===== config.mk =====
export PLATFORM = sky130hd
export DESIGN_NAME = serial_cfg_port
export DESIGN_NICKNAME = d
export VERILOG_FILES = /design/src/rtl/serial_cfg_port.sv
export SDC_FILE = /design/constraint.sdc
export NUM_CORES = 1
export LEC_CHECK = 0
export ABC_AREA = 1
export CORE_MARGIN = 2
export CORE_UTILIZATION = 48
export DETAILED_ROUTE_END_ITERATION = 10
export PLACE_DENSITY = 0.85
export SLEW_MARGIN = 5
export SYNTH_ARGS = -nofsm -noshare
export SYNTH_HDL_FRONTEND = slang
export SYNTH_SLANG_ARGS = --single-unit

===== constraint.sdc =====
create_clock -name clk -period 1.3 [get_ports clk]
set_input_delay 0.195 -clock clk [delete_from_list [all_inputs] [get_ports clk]]
set_output_delay 0.195 -clock clk [all_outputs]
set_load 0.02 [all_outputs]

===== src/rtl/serial_cfg_port.sv =====
module serial_cfg_port #(
  parameter int SYNC_STAGES = 2,
  parameter int ADDR_BITS   = 4,
  parameter int DATA_BITS   = 8
) (
  input  logic       clk,
  input  logic       rst_n,
  input  logic       cs_n,
  input  logic       sclk,
  input  logic       sdata,
  output logic [9:0] clamp_code,
  output logic [2:0] gain_code,
  output logic       gain_off,
  output logic       out_en_n,
  output logic       clamp_sel,
  output logic       twos_out,
  output logic       clamp_dis,
  output logic       pwr_down
);
  localparam int FRAME_BITS = ADDR_BITS + DATA_BITS;
  localparam int CNT_W      = $clog2(FRAME_BITS + 1);
  localparam logic [CNT_W-1:0] FULL = CNT_W'(FRAME_BITS);

  logic [SYNC_STAGES-1:0] cs_sync, ck_sync, sd_sync;
  logic                   cs_q, ck_q;
  logic [FRAME_BITS-1:0]  shift;
  logic [CNT_W-1:0]       cnt;

  logic [7:0] dac_lo;
  logic [1:0] dac_hi;
  logic [3:0] gain_r;
  logic [4:0] ctl_r;

  wire cs_s = cs_sync[SYNC_STAGES-1];
  wire ck_s = ck_sync[SYNC_STAGES-1];
  wire sd_s = sd_sync[SYNC_STAGES-1];

  wire cs_rise = cs_s & ~cs_q;
  wire cs_fall = ~cs_s & cs_q;
  wire ck_rise = ck_s & ~ck_q;

  wire [ADDR_BITS-1:0] f_addr = shift[FRAME_BITS-1 -: ADDR_BITS];
  wire [DATA_BITS-1:0] f_data = shift[DATA_BITS-1:0];
  wire                 commit = cs_rise && (cnt == FULL);

  always_ff @(posedge clk or negedge rst_n) begin
    if (!rst_n) begin
      cs_sync <= '1;
      ck_sync <= '0;
      sd_sync <= '0;
      cs_q    <= 1'b1;
      ck_q    <= 1'b0;
    end else begin
      cs_sync <= {cs_sync[SYNC_STAGES-2:0], cs_n};
      ck_sync <= {ck_sync[SYNC_STAGES-2:0], sclk};
      sd_sync <= {sd_sync[SYNC_STAGES-2:0], sdata};
      cs_q    <= cs_s;
      ck_q    <= ck_s;
    end
  end

  always_ff @(posedge clk or negedge rst_n) begin
    if (!rst_n) begin
      shift <= '0;
      cnt   <= '0;
    end else if (cs_fall) begin
      cnt <= '0;
    end else if (ck_rise && !cs_s) begin
      shift <= {shift[FRAME_BITS-2:0], sd_s};
      if (cnt != FULL) cnt <= cnt + 1'b1;
    end
  end

  always_ff @(posedge clk or negedge rst_n) begin
    if (!rst_n) begin
      dac_lo <= '0;
      dac_hi <= '0;
      gain_r <= '0;
      ctl_r  <= '0;
    end else if (commit) begin
      case (f_addr)
        ADDR_BITS'(0): dac_lo <= f_data[7:0];
        ADDR_BITS'(1): dac_hi <= f_data[1:0];
        ADDR_BITS'(2): gain_r <= f_data[3:0];
        ADDR_BITS'(3): ctl_r  <= f_data[4:0];
        default: ;
      endcase
    end
  end

  assign clamp_code = {dac_hi, dac_lo};
  assign gain_code  = gain_r[2:0];
  assign gain_off   = gain_r[3];
  assign pwr_down   = ctl_r[0];
  assign clamp_dis  = ctl_r[1];
  assign twos_out   = ctl_r[2];
  assign clamp_sel  = ctl_r[3];
  assign out_en_n   = ctl_r[4];
endmodule


# ---- Word-level counts from Yosys, hierarchy flattened
# Cells that the tools add are included.
dict set report word_totals {
  ff_bits 43
  input_bits 5
  output_inout_bits 19
  wordCells 39
}
dict set report op_classes {
  add_sub_neg 1
  n_eq_ne 5
  mux 3
  bitwise_logic 7
  reduce_logical 12
}
# cell count
set op_table {}
lappend op_table {{2-to-1 mux 4 bit} 3}
lappend op_table {{AND reduction 2 bit} 6}
lappend op_table {{== test 4 x 2 -> 1 bit, second input constant} 2}
lappend op_table {{adder 4 x 1 -> 4 bit, second input constant} 1}
lappend op_table {{== test 4 x 1 -> 1 bit, second input constant} 1}
lappend op_table {{== test 4 bit, second input constant} 1}
lappend op_table {{logical NOT 4 bit} 1}
lappend op_table {{!= test 4 bit, second input constant} 1}
lappend op_table {{inverter 1 bit} 4}
lappend op_table {{nonzero test 2 bit} 2}
lappend op_table {{AND 1 bit} 3}
lappend op_table {{logical AND 1 bit} 2}
lappend op_table {{logical NOT 1 bit} 1}

# ---- Logic depth before layout (Yosys ltp)
dict set report depth {
  ltp_word 5
  depth_mapped 8
  ltp_nobuf 8
}

# ---- Worst setup path before layout
# Ideal clock, no wire load.
dict set report synth_path {
  kind {register to register}
  from {reg cnt[0]}
  to {reg dac_hi[0]}
  setup_time_ps 117
  t_arrival_ps 1195
  t_required_ps 1183
  path_slack_ps -12
  path_stages_with_launch 9
  path_buffers 1
  period_less_slack_ps 1312
  cell_sequence {dfrtp_1 -> inv_1 -> ha_1 -> nand3_2 -> nor2_4 -> buf_6 -> nand3_2 -> nand2_1 -> nand2_1}
}
dict set report synth_via {
  elab_chain_len 3
}
# element line_no
set synth_lines {}
lappend synth_lines {{start: declaration} 27} ;# logic [CNT_W-1:0] cnt;
lappend synth_lines {{start signal: assignment} 70} ;# if (cnt != FULL) cnt <= cnt + 1'b1;
lappend synth_lines {{== test 4 bit} 44} ;# wire commit = cs_rise && (cnt == FULL);
lappend synth_lines {{logical AND 1 bit} 44}
lappend synth_lines {{AND reduction 2 bit (no line)} n/a}
lappend synth_lines {{end signal: assignment} 83} ;# ADDR_BITS'(1): dac_hi <= f_data[1:0];
lappend synth_lines {{end: declaration} 30} ;# logic [1:0] dac_hi;
# Every way passes these cells.
# A chain may end at the register's enable or synchronous reset.

# ---- Worst setup path after layout
dict set report layout_path {
  from {reg cnt[0]}
  to {reg ctl_r[1]}
}
dict set report layout_via {
  elab_chain_len 3
}
# element line_no
set layout_lines {}
lappend layout_lines {{== test 4 bit} 44}
lappend layout_lines {{logical AND 1 bit} 44}
lappend layout_lines {{AND reduction 2 bit (no line)} n/a}
lappend layout_lines {{end signal: assignment} 85} ;# ADDR_BITS'(3): ctl_r <= f_data[4:0];
lappend layout_lines {{end: declaration} 32} ;# logic [4:0] ctl_r;
# Every way passes these cells.

==> metrics.csv <==
metric,value,unit
Overall Global Routing Usage,0.216,
Max-Slew Margin vs Limit,0.761,
failing checks,negative setup slack,
number of DRC markers in iteration 0,88,
Yosys cell types,17,
worst setup margin,-0.0730,ns
Die X-Extent,65.0,um
Clock transition at path regs,0.08,ns
Clock Sinks,43,
final-report setup violation count,19,
Synth top area share,0.560,
# rows,22,
H-tree depth,2,
Routed WL,3940,um
crit start category,flip-flop,
final slew viol count,0,
PortBufs,23,
GRT Residual Overflow,0,
hold_ws,0.297,ns
Synth Register Bits,43,
detailed-route DRC error count,0,
Cells after Synth,188,
Synth area leaders,"dfrtp_1 56%, nand2_1 16%, nand3_1 7.8%",
"Seq/Total Area, Yosys",0.604,
Synth Area per Inst,9.51,um2
Reg-to-Reg End,ctl_r[1],
Worst Tran Pin Value,0.359,ns
antenna violations before repair,0,
Hold Path Class,primary input to flip-flop,
post-synthesis instance area,1790,um2
CP max-delay cell,dfrtp_1,
RSZ-0062 raised after global routing,true,
Hold Path End,cs_sync[0],
crit path from,cnt[0],
Layout area overhead,37.9,%
Hold Startpoint,cs_n,
global-route wire length before repair,6690,um
crit-path cells,"inv_2, ha_4, nand3_4, nor2_4, buf_12, nand2_8, nand2_1, nand2_1",
DP Wirelength,2280,um
IO Pins,24,
Tcrit/Tclk final,1.06,
NumNets Final,243,
via count,1447,
later-pin clock latency in the skew report,0.30,ns
Starting Density,0.492,
R2R Path Start,cnt[0],
Peak VDD IR,0.000832,V
Die H,65.0,um
Leakage,1.28,nW
Fmax,728,MHz
largest stage delay on the critical path,0.39,ns
core box area,3630,um2
CP Max Fanout,5,
vias in the first global route,1393,
Routed Antenna Nets,0,
status,"finished, violations left",
Clock Skew,0.00697,ns
YS warnings,0,
hold path depth,1,
"most used cell, CP",nand2_1,
clock root buffer,clkbuf_8,
CTS tree,yes,
CTS Buf Count,5,
reg-to-reg setup timing slack,-0.07,ns
largest net degree at the start of global routing,18,
Max Cap Viol,0,
CTS Buffer Depth,2,
Critical Path AT,1.57,ns
dpl cells,269,
Final Hold Violating Endpoints,0,
Worst setup EP type,flip-flop,
Crit Path Category,flip-flop to flip-flop,
power per cell area,1280,nW/um2
syn nets,195,
Register-to-Register Path Depth,8,
Worst EP required,1.49,ns
"commonest non-fill, non-tap cell in the layout",nand2_1,
RePlAce Congestion,0.761,
ANT cells,0,
DIE AREA,4230,um2
Setup TNS,-0.805,ns
Layout Cells excl Fill,285,
fraction of layout cells with a size suffix above 1,0.287,
average vias per placed instance,5.08,
WL/cell,13.8,um
post-synth top area cell,dfrtp_1,
Pre-Repair DR Iteration Count,4,
fill count,276,
most frequent cells in the layout,"65 x nand2_1, 40 x dfrtp_1, 21 x nand3_1",
fin crit period,1.37,ns
==> Yosys cell counts <==
cell type / n
nand2_1: 76
buf_6: 3
inv_1: 9
inv_2: 2
nor3_4: 3
xor2_1: 1
dfstp_2: 3
o21ai_0: 7
nand2_2: 3
nor2_4: 1
ha_1: 2
buf_2: 2
nor2_1: 3
nand4_1: 3
nand3_1: 28
dfrtp_1: 40
nand3_2: 2
==> flip-flops by register name, indices dropped and copies added, names as in the netlist <==
register	count
sd_sync	2
gain_r	4
cnt	4
cs_sync	2
cs_q	1
shift	12
ck_q	1
dac_hi	2
dac_lo	8
ck_sync	2
ctl_r	5
==> kinds of logic after synthesis <==
| logic type | synth area share |
|---|---|
| AND/OR/NAND/NOR | 0.310 |
| flip-flops | 0.604 |
| buffers and inverters | 0.0476 |
| AO/OA/AOI/OAI | 0.0196 |
| adder cells (fa/ha/maj) | 0.0140 |
| XOR/XNOR | 0.00490 |
==> final cells by class <==
cell class                      count  area [um2]  share of cell area
Sequential cell                    43        1080               0.438
Multi-Input combinational cell    129         747               0.303
Timing Repair Buffer               46         433               0.176
Clock buffer                        7        96.3              0.0391
Tap cell                           48        60.1              0.0244
Inverter                           11        41.3              0.0168
Clock inverter                      1        7.51             0.00305
==> worst max-delay path, delay by kind of cell (launching register included) <==
family                   cells  cell delay [ns]
AND/OR/NAND/NOR              5             0.48
flip-flops                   1             0.39
buffers and inverters        2             0.25
adder cells (fa/ha/maj)      1             0.15
==> worst max path at each step <==
| stage | to | slack (ns) | depth (start not counted) |
|---|---|---|---|
| after floorplan | dac_hi[0] | -0.01 | 8 |
| after global placement | dac_lo[6] | -0.02 | 8 |
| after detailed placement | dac_lo[0] | -0.07 | 8 |
| after CTS | ctl_r[4] | -0.03 | 8 |
| after global routing | ctl_r[2] | -0.13 | 8 |
| final | ctl_r[1] | -0.07 | 8 |
==> metrics by stage <==
step	setup WS, ns	util	area, um2	power [W]
after floorplan	-0.0121	-	1790	0.00190
after global placement	-0.0205	0.596	2170	0.00209
after detailed placement	-0.0676	0.596	2170	0.00212
after CTS	-0.0290	0.668	2430	0.00313
after global routing	-0.128	0.678	2460	0.00335
final	-0.0730	0.678	2460	0.00316
==> layer usage <==
metal / routed length [um] / up-vias / GRT usage / part of all wire
li1: - / 705 / - / -
met1: 1620 / 696 / 0.252 / 0.41
met2: 2100 / 41 / 0.378 / 0.53
met3: 178 / 5 / 0.0729 / 0.045
met4: 47 / 0 / 0.0651 / 0.012
met5: 0 / - / 0 / 0
==> power by group <==
part           internal [W]  leakage, nW  switching, W
clock network      0.000483       0.0505      0.000450
registers           0.00149        0.566      0.000197
logic              0.000252        0.663      0.000294
==> repair_timing <==
action                                  in CTS  in global routing
hold buffers                                 1                  0
endpoints found under the setup margin      36                 23
gates resized for setup                     40                 20
gates cloned                                 2                  0
buffers inserted                             4                  2
endpoints found under the hold margin       12                  0
pin swaps                                   17                  4
(Power assumes the default switching activity.)
